<file path="src/rtl/uart_tx_pkg.sv">
package uart_tx_pkg;

   typedef enum logic [2:0] {
      CMD_NOP     = 3'd0,
      CMD_ENABLE  = 3'd1,
      CMD_DISABLE = 3'd2,
      CMD_ABORT   = 3'd3,
      CMD_BRK_ON  = 3'd4,
      CMD_BRK_OFF = 3'd5
   } tx_cmd_e;

   typedef enum logic [2:0] {
      SH_IDLE,
      SH_START,
      SH_DATA,
      SH_PAR,
      SH_STOP
   } sh_state_e;

   typedef struct packed {
      logic [1:0] len;
      logic       par_en;
      logic       par_odd;
      logic       stop2;
   } frame_cfg_t;

endpackage

</file>
<file path="src/rtl/tx_queue.sv">
module tx_queue #(
   parameter int WIDTH = 8,
   parameter int DEPTH = 2
) (
   input  logic             clk,
   input  logic             rst_n,
   input  logic             flush,
   input  logic             push,
   input  logic [WIDTH-1:0] din,
   input  logic             pop,
   output logic [WIDTH-1:0] dout,
   output logic             empty,
   output logic             full
);

   generate
      if (DEPTH < 1) begin : g_bad_depth
         $error("tx_queue: DEPTH must be at least 1");
      end
      if (WIDTH < 1) begin : g_bad_width
         $error("tx_queue: WIDTH must be at least 1");
      end

      if (DEPTH == 1) begin : g_single
         logic             vld;
         logic [WIDTH-1:0] hold;

         always_ff @(posedge clk or negedge rst_n) begin
            if (!rst_n) begin
               vld  <= 1'b0;
               hold <= '0;
            end else if (flush) begin
               vld <= 1'b0;
            end else if (push && !vld) begin
               vld  <= 1'b1;
               hold <= din;
            end else if (pop && vld) begin
               vld <= 1'b0;
            end
         end

         assign dout  = hold;
         assign empty = !vld;
         assign full  = vld;
      end else begin : g_ring
         localparam int PW = $clog2(DEPTH);
         localparam int CW = $clog2(DEPTH + 1);

         logic [WIDTH-1:0] mem [DEPTH];
         logic [PW-1:0]    wp, rp;
         logic [CW-1:0]    cnt;
         logic             do_push, do_pop;

         assign do_push = push && (cnt != CW'(DEPTH));
         assign do_pop  = pop && (cnt != '0);

         always_ff @(posedge clk or negedge rst_n) begin
            if (!rst_n) begin
               wp  <= '0;
               rp  <= '0;
               cnt <= '0;
            end else if (flush) begin
               wp  <= '0;
               rp  <= '0;
               cnt <= '0;
            end else begin
               if (do_push) wp <= (wp == PW'(DEPTH - 1)) ? '0 : wp + 1'b1;
               if (do_pop)  rp <= (rp == PW'(DEPTH - 1)) ? '0 : rp + 1'b1;
               if (do_push && !do_pop)      cnt <= cnt + 1'b1;
               else if (do_pop && !do_push) cnt <= cnt - 1'b1;
            end
         end

         always_ff @(posedge clk) begin
            if (do_push && !flush) mem[wp] <= din;
         end

         assign dout  = mem[rp];
         assign empty = (cnt == '0);
         assign full  = (cnt == CW'(DEPTH));
      end
   endgenerate

   a_r3_no_overflow: assert property (@(posedge clk) disable iff (!rst_n)
      push |-> !full)
      else $error("R3: push into full queue");

endmodule

</file>
<file path="src/rtl/tx_shifter.sv">
module tx_shifter
   import uart_tx_pkg::*;
#(
   parameter int DATA_W     = 8,
   parameter int OVERSAMPLE = 16
) (
   input  logic              clk,
   input  logic              rst_n,
   input  logic              abort,
   input  logic              tick,
   input  frame_cfg_t        cfg,
   input  logic              cts_en,
   input  logic              cts_n,
   input  logic              hold,
   input  logic              avail,
   input  logic [DATA_W-1:0] data,
   output logic              take,
   output logic              busy,
   output logic              done,
   output logic              txd_bit
);

   localparam int TW       = (OVERSAMPLE > 1) ? $clog2(OVERSAMPLE) : 1;
   localparam int BW       = (DATA_W > 1) ? $clog2(DATA_W) : 1;
   localparam int MIN_BITS = DATA_W - 3;

   generate
      if (OVERSAMPLE < 2) begin : g_bad_os
         $error("tx_shifter: OVERSAMPLE must be at least 2");
      end
      if (DATA_W < 4) begin : g_bad_w
         $error("tx_shifter: DATA_W must be at least 4");
      end
   endgenerate

   sh_state_e         state;
   logic [TW-1:0]     tcnt;
   logic [BW-1:0]     bidx;
   logic              sidx;
   logic [DATA_W-1:0] sh;
   logic              par_q;
   frame_cfg_t        cfg_q;
   logic              txq;
   logic              done_q;

   logic [DATA_W-1:0] mask;
   logic              load_par;
   logic [BW-1:0]     last_idx;
   logic              bit_end;
   logic              cts_ok;

   assign mask     = {DATA_W{1'b1}} >> (2'd3 - cfg.len);
   assign load_par = cfg.par_odd ^ (^(data & mask));
   assign last_idx = BW'(MIN_BITS - 1) + BW'(cfg_q.len);
   assign bit_end  = tick && (tcnt == TW'(OVERSAMPLE - 1));
   assign cts_ok   = !cts_en || !cts_n;

   assign take    = (state == SH_IDLE) && avail && !hold && !abort && cts_ok;
   assign busy    = (state != SH_IDLE);
   assign done    = done_q;
   assign txd_bit = txq;

   always_ff @(posedge clk or negedge rst_n) begin
      if (!rst_n) begin
         state  <= SH_IDLE;
         tcnt   <= '0;
         bidx   <= '0;
         sidx   <= 1'b0;
         sh     <= '0;
         par_q  <= 1'b0;
         cfg_q  <= '0;
         txq    <= 1'b1;
         done_q <= 1'b0;
      end else if (abort) begin
         state  <= SH_IDLE;
         tcnt   <= '0;
         txq    <= 1'b1;
         done_q <= 1'b0;
      end else begin
         done_q <= 1'b0;
         if (state == SH_IDLE) begin
            if (take) begin
               state <= SH_START;
               txq   <= 1'b0;
               sh    <= data & mask;
               par_q <= load_par;
               cfg_q <= cfg;
               tcnt  <= '0;
               bidx  <= '0;
               sidx  <= 1'b0;
            end
         end else if (tick) begin
            if (!bit_end) begin
               tcnt <= tcnt + 1'b1;
            end else begin
               tcnt <= '0;
               unique case (state)
                  SH_START: begin
                     state <= SH_DATA;
                     txq   <= sh[0];
                  end
                  SH_DATA: begin
                     if (bidx == last_idx) begin
                        if (cfg_q.par_en) begin
                           state <= SH_PAR;
                           txq   <= par_q;
                        end else begin
                           state <= SH_STOP;
                           txq   <= 1'b1;
                        end
                     end else begin
                        bidx <= bidx + 1'b1;
                        sh   <= sh >> 1;
                        txq  <= sh[1];
                     end
                  end
                  SH_PAR: begin
                     state <= SH_STOP;
                     txq   <= 1'b1;
                  end
                  SH_STOP: begin
                     if (sidx == cfg_q.stop2) begin
                        state  <= SH_IDLE;
                        done_q <= 1'b1;
                     end else begin
                        sidx <= 1'b1;
                     end
                  end
                  default: state <= SH_IDLE;
               endcase
            end
         end
      end
   end

   // a character never begins while gating is on and clear-to-send is inactive
   a_r10_cts_gate: assert property (@(posedge clk) disable iff (!rst_n)
      ($rose(busy) && $past(cts_en)) |-> !$past(cts_n))
      else $error("R10: character started with cts_n high");

   // leaving idle always begins with a low start bit
   a_r6_start_low: assert property (@(posedge clk) disable iff (!rst_n)
      $rose(busy) |-> !txd_bit)
      else $error("R6: frame start not low");

endmodule

</file>
<file path="src/rtl/uart_tx_cts.sv">
module uart_tx_cts
   import uart_tx_pkg::*;
#(
   parameter int DATA_W     = 8,
   parameter int FIFO_DEPTH = 2,
   parameter int OVERSAMPLE = 16
) (
   input  logic              clk,
   input  logic              rst_n,
   input  logic              tick16,
   input  logic [1:0]        cfg_len,
   input  logic              cfg_par_en,
   input  logic              cfg_par_odd,
   input  logic              cfg_stop2,
   input  logic              cts_en,
   input  logic              cts_n,
   input  logic              cmd_valid,
   input  logic [2:0]        cmd_code,
   input  logic              wr_en,
   input  logic [DATA_W-1:0] wr_data,
   output logic              txd,
   output logic              tx_rdy,
   output logic              tx_emt
);

   tx_cmd_e     cmd;
   logic        is_en, is_dis, is_abort, is_brk_on, is_brk_off;
   logic        enabled, brk, emt_q;
   logic        accept;
   logic        q_empty, q_full, q_pop;
   logic [DATA_W-1:0] q_dout;
   logic        sh_busy, sh_done, sh_txd;
   frame_cfg_t  cfg;

   assign cmd        = tx_cmd_e'(cmd_code);
   assign is_en      = cmd_valid && (cmd == CMD_ENABLE);
   assign is_dis     = cmd_valid && (cmd == CMD_DISABLE);
   assign is_abort   = cmd_valid && (cmd == CMD_ABORT);
   assign is_brk_on  = cmd_valid && (cmd == CMD_BRK_ON);
   assign is_brk_off = cmd_valid && (cmd == CMD_BRK_OFF);

   assign cfg = '{len: cfg_len, par_en: cfg_par_en, par_odd: cfg_par_odd, stop2: cfg_stop2};

   assign accept = wr_en && enabled && !q_full && !is_abort;

   always_ff @(posedge clk or negedge rst_n) begin
      if (!rst_n) begin
         enabled <= 1'b0;
         brk     <= 1'b0;
         emt_q   <= 1'b0;
      end else if (is_abort) begin
         enabled <= 1'b0;
         brk     <= 1'b0;
         emt_q   <= 1'b0;
      end else begin
         if (is_en)       enabled <= 1'b1;
         else if (is_dis) enabled <= 1'b0;

         if (is_brk_on)       brk <= 1'b1;
         else if (is_brk_off) brk <= 1'b0;

         if (is_en)                  emt_q <= 1'b1;
         else if (accept)            emt_q <= 1'b0;
         else if (sh_done && q_empty) emt_q <= 1'b1;
      end
   end

   tx_queue #(
      .WIDTH (DATA_W),
      .DEPTH (FIFO_DEPTH)
   ) u_queue (
      .clk   (clk),
      .rst_n (rst_n),
      .flush (is_abort),
      .push  (accept),
      .din   (wr_data),
      .pop   (q_pop),
      .dout  (q_dout),
      .empty (q_empty),
      .full  (q_full)
   );

   tx_shifter #(
      .DATA_W     (DATA_W),
      .OVERSAMPLE (OVERSAMPLE)
   ) u_shift (
      .clk     (clk),
      .rst_n   (rst_n),
      .abort   (is_abort),
      .tick    (tick16),
      .cfg     (cfg),
      .cts_en  (cts_en),
      .cts_n   (cts_n),
      .hold    (brk),
      .avail   (!q_empty),
      .data    (q_dout),
      .take    (q_pop),
      .busy    (sh_busy),
      .done    (sh_done),
      .txd_bit (sh_txd)
   );

   assign txd    = brk ? 1'b0 : sh_txd;
   assign tx_rdy = enabled && !q_full;
   assign tx_emt = emt_q;

   a_r2_enable_sets_emt: assert property (@(posedge clk) disable iff (!rst_n)
      is_en |=> tx_emt)
      else $error("R2: enable did not set tx_emt");

   a_r4_write_clears_emt: assert property (@(posedge clk) disable iff (!rst_n)
      (accept && !is_en) |=> !tx_emt)
      else $error("R4: accepted write left tx_emt set");

   a_r8_abort_idle: assert property (@(posedge clk) disable iff (!rst_n)
      is_abort |=> (txd && !tx_rdy && !tx_emt && !sh_busy))
      else $error("R8: abort did not idle the transmitter");

   a_r9_break_low: assert property (@(posedge clk) disable iff (!rst_n)
      (is_brk_on && !is_abort) |=> !txd)
      else $error("R9: break did not pull txd low");

   a_r5_drop_when_closed: assert property (@(posedge clk) disable iff (!rst_n)
      (wr_en && !tx_rdy && !cmd_valid && !sh_done) |=> $stable(tx_emt))
      else $error("R5: dropped write changed tx_emt");

endmodule

</file>
<file path="config.mk">
export PLATFORM = sky130hd
export DESIGN_NAME = uart_tx_cts
export DESIGN_NICKNAME = d
export VERILOG_FILES = /design/src/rtl/uart_tx_pkg.sv /design/src/rtl/tx_queue.sv /design/src/rtl/tx_shifter.sv /design/src/rtl/uart_tx_cts.sv
export SDC_FILE = /design/constraint.sdc
export NUM_CORES = 1
export LEC_CHECK = 0
export ABC_AREA = 1
export BUFFER_PORTS_ARGS = -buffer_cell sky130_fd_sc_hd__buf_2
export CORE_UTILIZATION = 42
export DETAILED_ROUTE_END_ITERATION = 8
export GPL_ROUTABILITY_DRIVEN = 0
export PLACE_DENSITY = 0.6
export SYNTH_ARGS = -nofsm -noshare
export SYNTH_HDL_FRONTEND = slang
export SYNTH_SLANG_ARGS = --single-unit
</file>
<file path="constraint.sdc">
create_clock -name clk -period 2 [get_ports clk]
set_input_delay 0.2 -clock clk [delete_from_list [all_inputs] [get_ports clk]]
set_output_delay 0.2 -clock clk [all_outputs]
set_load 0.05 [all_outputs]
</file>
==> results of run 1 <==
## final cells by class
type | instances | area [um^2] | share of cell area [%]
Clock buffer | 8 | 80.1 | 2.67
Inverter | 42 | 160 | 5.33
Multi-Input combinational cell | 239 | 1170 | 39.1
Sequential cell | 49 | 1310 | 43.5
Tap cell | 75 | 93.8 | 3.13
Timing Repair Buffer | 33 | 188 | 6.25
## through the flow
| step | std cells | setup slack [ps] | utilization [%] | cell area, um^2 | hold slack [ps] |
|---|---|---|---|---|---|
| floorplan | 340 | 190 | - | 2710 | -95.6 |
| global placement | 437 | 298 | 48.1 | 2910 | 305 |
| detailed placement | 437 | 247 | 48.1 | 2910 | 316 |
| CTS | 446 | 229 | 49.5 | 3000 | 78.6 |
| global route | 446 | 45.7 | 49.5 | 3000 | 75.3 |
| finish | 446 | 235 | 49.5 | 3000 | 90.0 |
## power groups by stage
stage          registers (mW)  clock network, mW  logic (mW)
2_1_floorplan            1.57                  0        1.75
3_3_place_gp             1.61                  0        2.11
3_5_place_dp             1.61                  0        2.13
4_1_cts                  1.59              0.585        2.15
5_1_grt                  1.63              0.614        2.45
6_report                 1.59              0.564        2.12
## final timing paths
kind | start | endpoint | slack [ps] | cells after the start
setup / recovery | u_shift.state[0] | u_shift.sh[1] | 230 | 10
hold / removal | wr_data[6] | u_queue.g_ring.mem[1][6] | 90 | 1
setup reg to reg | u_shift.state[0] | u_shift.sh[1] | 230 | 10
hold reg to reg | u_shift.sh[4] | u_shift.sh[4] | 480 | 2
max in group asynchronous | rst_n | u_shift.cfg_q[3] | 1020 | 2
min in group asynchronous | rst_n | enabled | 500 | 2
## registers in the layout, indices dropped and copies added, names as in the netlist
name / count
u_queue.g_ring.mem: 16
u_shift.sh: 8
u_shift.cfg_q: 4
u_shift.tcnt: 4
u_shift.bidx: 3
u_shift.state: 3
u_queue.g_ring.cnt: 2
brk: 1
enabled: 1
tx_emt: 1
u_queue.g_ring.rp: 1
u_queue.g_ring.wp: 1
u_shift.done: 1
u_shift.par_q: 1
u_shift.sidx: 1
u_shift.txd_bit: 1
## logic make-up after synthesis
family	Yosys count	share of synthesized area, %
and+or+nand+nor	198	33.2
buffers and inverters	52	8.53
DFF	49	48.4
AOI/OAI and AO/OA	33	6.90
xor gates and xnor gates	5	1.62
adders and majority gates	2	0.927
muxes	1	0.371
## routing by layer
| layer | vias up | routed length [um] | GRT usage [%] |
|---|---|---|---|
| li1 | 1149 | - | - |
| met1 | 999 | 2480 | 23.4 |
| met2 | 51 | 2300 | 28.3 |
| met3 | 5 | 297 | 3.52 |
| met4 | 0 | 49 | 4.74 |
| met5 | - | 0 | 0 |
## cells in the mapped netlist, drive strengths merged
cell type / count
inv: 42
a21boi: 2
nand2: 128
nand3: 36
clkbuf: 1
o21ai: 23
buf: 9
nor3: 2
nor3b: 1
dfstp: 1
o2111ai: 1
nor4: 2
a21oi: 6
xnor2: 2
or2: 1
nor2: 23
nand4: 3
dfrtp: 32
ha: 2
a31oi: 1
xor2: 3
mux2i: 1
edfxtp: 16
nand3b: 2
## repair_timing
action                    CTS  global route
hold endpoints to repair   32             0
hold buffers                1             0
gates resized for setup     0             0
## cells in the final DEF, fill, tap and decap left out, drive strengths merged, types with 2 or more instances in the layout
master,count
o21ai,23
inv,42
nand2,128
xnor2,2
buf,32
nor4,2
nand4,3
ha,2
dfrtp,32
nor3,2
edfxtp,16
nand3b,2
a21boi,2
nor2,23
xor2,3
nand3,36
a21oi,6
clkbuf,8
==> summary.txt, run 1 <==
maximum vdd drop = 490 uV
Max Clock Skew = 8.01 ps
via count = 2,204
CTS Buffer Depth = 2
Skew-Pair Late Insertion Delay = 300 ps
WL per Instance = 11.5 um
WP data arrival = 1960 ps
clk sink count = 49
Sum Neg Setup Slack = 0 ps
top post-synthesis cells by area = dfrtp_1 30%, edfxtp_1 18%, nand2_1 17%, nand3_1 5.9%, inv_1 5.1%
Power Density = 1420 mW/mm^2
DP HPWL = 3850 um
die span in y = 82.2 um
status = complete, no violations
Final ANT Viol Nets = 0
layout cells sized above 1 = 16.4%
critical path type = register to register
cell taking the most area after synthesis = dfrtp_1
Synth top area share = 29.7%
Worst Tran Pin Value = 741 ps
first-pass GRT wire length = 8880 um
die area = 0.00675 mm^2
Required @ worst endpoint = 2190 ps
CP Launch Type = register
final hold violations = 0
GR Overflow Total = 0
Final Cycle Share = 88.3%
leak pwr = 1.58 nW
fill count = 597
CTS tree = built
Final Critical Period = 1770 ps
core area = 0.00606 mm^2
Total GRT Usage = 17.3%
CP max-delay cell = dfrtp_1
number of inserted diodes = 0
Flop pwr share = 37.2%
CP Capture Type = register
count of different cell masters after synthesis = 39
# DRC = 0
Post-Route WL = 5120 um
First-pass DRT Iterations = 4
initial antenna violation count = 0
Worst Hold Class = input port to register
Yosys warning total = 0
crit-path max cell delay = 440 ps
starting density of the core = 44.5%
clk root buf = clkbuf_8
CP delay by family, top = simple AND/OR/NAND/NOR gates
Syn Area/Cell = 7.94 um^2
port buffer count = 25
Buf/Inv on CP = 2
clock transition at the registers of the reported paths = 90 ps
Final setup viols = 0
Rows = 28
Clock power frac = 13.2%
Final Max Slew Viols = 0
Mapped Cells = 340
Comb pwr share = 49.6%
Sw Pwr = 1.93 mW
total CTS buffers = 5
Vias/cell = 4.94
H-tree depth = 2
internal power = 2.34 mW
f_max = 566 MHz
max_slew headroom = 50.6%
post-CTS setup buffers = 0
Final nets = 395
Yosys reg bits = 49
vias in the first global route = 1,975
worst-path maximum fanout = 19
syn_nets = 365
Layout area overhead = 11.2%
Max-Cap Viols = 0
die width = 82.2 um
IO Count = 26
Netlist Area Pre-Place = 0.00270 mm^2
Sw Ratio = 45.1%
RSZ-0062 raised after global routing = no
CP Cell Sequence = nor2_4, nand2_4, inv_4, nand4_4, nand2_2, nand3_2, inv_2, nand2_2, nand2_1, nand2_1
largest net degree at the start of global routing = 34
Iteration-0 DRC Markers = 130
Tot Pwr = 4.27 mW
sequential share of the synthesized area = 48.4%
Power figures use the tool's default switching activity.
==> inputs of run 2 (changes only) <==
Settings changed: CORE_MARGIN from default to 1.5.
==> run 2 against run 1 <==
Net effect:
- core utilization shrank 1.4 points
- clock skew barely moved
- total power is 2.0% higher
- via count down 2.9%
- cell count up 0.45%
- sequential power about the same
- critical path depth did not move
- largest cell class unchanged
- largest power group unchanged
==> summary.txt, run 2 (synthesized netlist as in run 1, its figures left out) <==
first-pass GRT wire length = 8910 um (+0.38%)
Final Non-Filler Cells = 448 (+0.45%)
number of inserted diodes = 0 (unchanged)
Worst Hold Class = input port to register
Total GRT Usage = 15.9% (-1.4 points)
Final setup viols = 0 (unchanged)
WP data arrival = 1970 ps (about the same)
IO Count = 26 (unchanged)
area of the multi-input gates = 0.00117 mm^2 (unchanged)
CP Cell Sequence = nor2_4, nand2_4, inv_4, nand4_4, nand2_2, nand3_2, inv_2, nand2_2, nand2_1, nand2_1
Layout area overhead = 12.0%
Required @ worst endpoint = 2210 ps (+20 ps)
clk sink count = 49 (unchanged)
CTS Buffer Depth = 2 (unchanged)
final worst slack = 236 ps (+1.15 ps)
GR Overflow Total = 0 (unchanged)
RSZ-0062 raised after global routing = no
leak pwr = 1.59 nW (+0.53%)
via count = 2,139 (-2.9%)
CP delay by family, top = simple AND/OR/NAND/NOR gates
CTS resizes = 0 (unchanged)
DP Cell Count = 439 (+0.46%)
CP max-delay cell = dfrtp_1
Tot Pwr = 4.36 mW (+2.0%)
layout cells sized above 1 = 17.3% (+0.81 points)
Max-Cap Viols = 0 (unchanged)
commonest non-fill, non-tap cell in the layout = nand2_1
worst-path maximum fanout = 19 (unchanged)
max_slew headroom = 51.6% (+0.96 points)
Final nets = 395 (unchanged)
Regs by FF count = u_queue.g_ring.mem: 16 flops, u_shift.sh: 8 flops
FF+latch area = 0.00131 mm^2 (unchanged)
clock transition at the registers of the reported paths = 100 ps (about the same)
WL per Instance = 11.5 um (about the same)
Final ANT Viol Nets = 0 (unchanged)
Final Max Slew Viols = 0 (unchanged)
H-tree depth = 2 (unchanged)
CP Launch Type = register
dpl ws = 261 ps (+13.6 ps)
status = complete, no violations
Biggest register = u_queue.g_ring.mem
Sum Neg Setup Slack = 0 ps (unchanged)
Skew-Pair Late Insertion Delay = 310 ps (about the same)
die area = 0.00692 mm^2 (+2.4%)
Final Critical Period = 1760 ps (-1.15 ps)
crit-path max cell delay = 450 ps (about the same)
Post-Route WL = 5140 um (+0.49%)
Worst Tran Pin Value = 726 ps (-14.4 ps)
Vias/cell = 4.77 (-3.4%)
Final Util = 48.2% (-1.4 points)
most frequent cells in the layout = 122 x nand2_1, 37 x inv_1, 32 x nand3_1, 32 x dfrtp_1, 25 x buf_2
vias in the first global route = 1,964 (-0.56%)
Placement Cell Area = 0.00292 mm^2 (about the same)
Rows = 29 (+3.6%)
Final Cycle Share = 88.2% (about the same)
initial antenna violation count = 0 (unchanged)
fill count = 625 (+4.7%)
clk root buf = clkbuf_8
# DRC = 0 (unchanged)
final hold violations = 0 (unchanged)
maximum vdd drop = 769 uV (+57%)
CP Capture Type = register
Iteration-0 DRC Markers = 110 (-15%)
largest net degree at the start of global routing = 34 (unchanged)
die width = 83.2 um (+1.2%)
First-pass DRT Iterations = 4 (unchanged)
die span in y = 83.2 um (+1.2%)
total CTS buffers = 5 (unchanged)
core area = 0.00628 mm^2 (+3.6%)
critical path type = register to register
Max Clock Skew = 8.46 ps (+0.445 ps)
f_max = 567 MHz (about the same)
DP HPWL = 3860 um (+0.35%)
hold_ws = 78.6 ps (-11.4 ps)
post-route cell area = 0.00302 mm^2 (+0.71%)
starting density of the core = 43.0% (-1.5 points)
CTS tree = built
port buffer count = 25 (unchanged)
Power Density = 1440 mW/mm^2 (+1.3%)
Buf/Inv on CP = 2 (unchanged)
max reg flops = 16 (unchanged)
run 2: cell types whose count changed in the layout (fill, tap and decap cells not counted):
cell	before	now
clkbuf_1	3	0
clkbuf_8	5	6
clkinvlp_4	0	1
inv_6	0	1
run 2: layer usage:
metal	GRT usage [%]	part of all wire, %
met1	23.0	51
met2	24.3	45
met3	3.28	3.1
met4	4.55	1.3
met5	0	0
run 2: timing repair:
| item | in CTS | in global routing |
|---|---|---|
| hold buffers | 1 | 0 |
| setup endpoints to repair | 0 | 0 |
| setup buffers | 0 | 0 |
| endpoints found under the hold margin | 32 | 0 |
run 2: path summary, 6_finish.rpt:
| check | start | endpoint | slack (ps) | depth (start not counted) |
|---|---|---|---|---|
| worst max-delay path | u_shift.state[0] | u_shift.sh[7] | 240 | 10 |
| worst min-delay path | wr_data[6] | u_queue.g_ring.mem[0][6] | 80 | 1 |
| worst max register to register | u_shift.state[0] | u_shift.sh[7] | 240 | 10 |
| worst min register to register | enabled | enabled | 480 | 2 |
| max in group asynchronous | rst_n | u_shift.tcnt[1] | 1050 | 2 |
| min in group asynchronous | rst_n | enabled | 480 | 2 |
run 2: area by class of cell:
type,count,area share [%]
clock buffers,6,2.73
clock inverters,2,0.538
inverters,42,5.30
multi-input cells,239,38.8
flip-flops and latches,49,43.2
well taps,77,3.19
repair buffers,33,6.21
run 2: where the power goes:
group / total [mW] / switching (mW) / internal [mW] / leakage (nW)
sequential: 1.59 / 0.241 / 1.35 / 0.567
combinational: 2.14 / 1.39 / 0.744 / 0.971
clock: 0.632 / 0.347 / 0.285 / 0.0478
total: 4.36 / 1.98 / 2.38 / 1.59
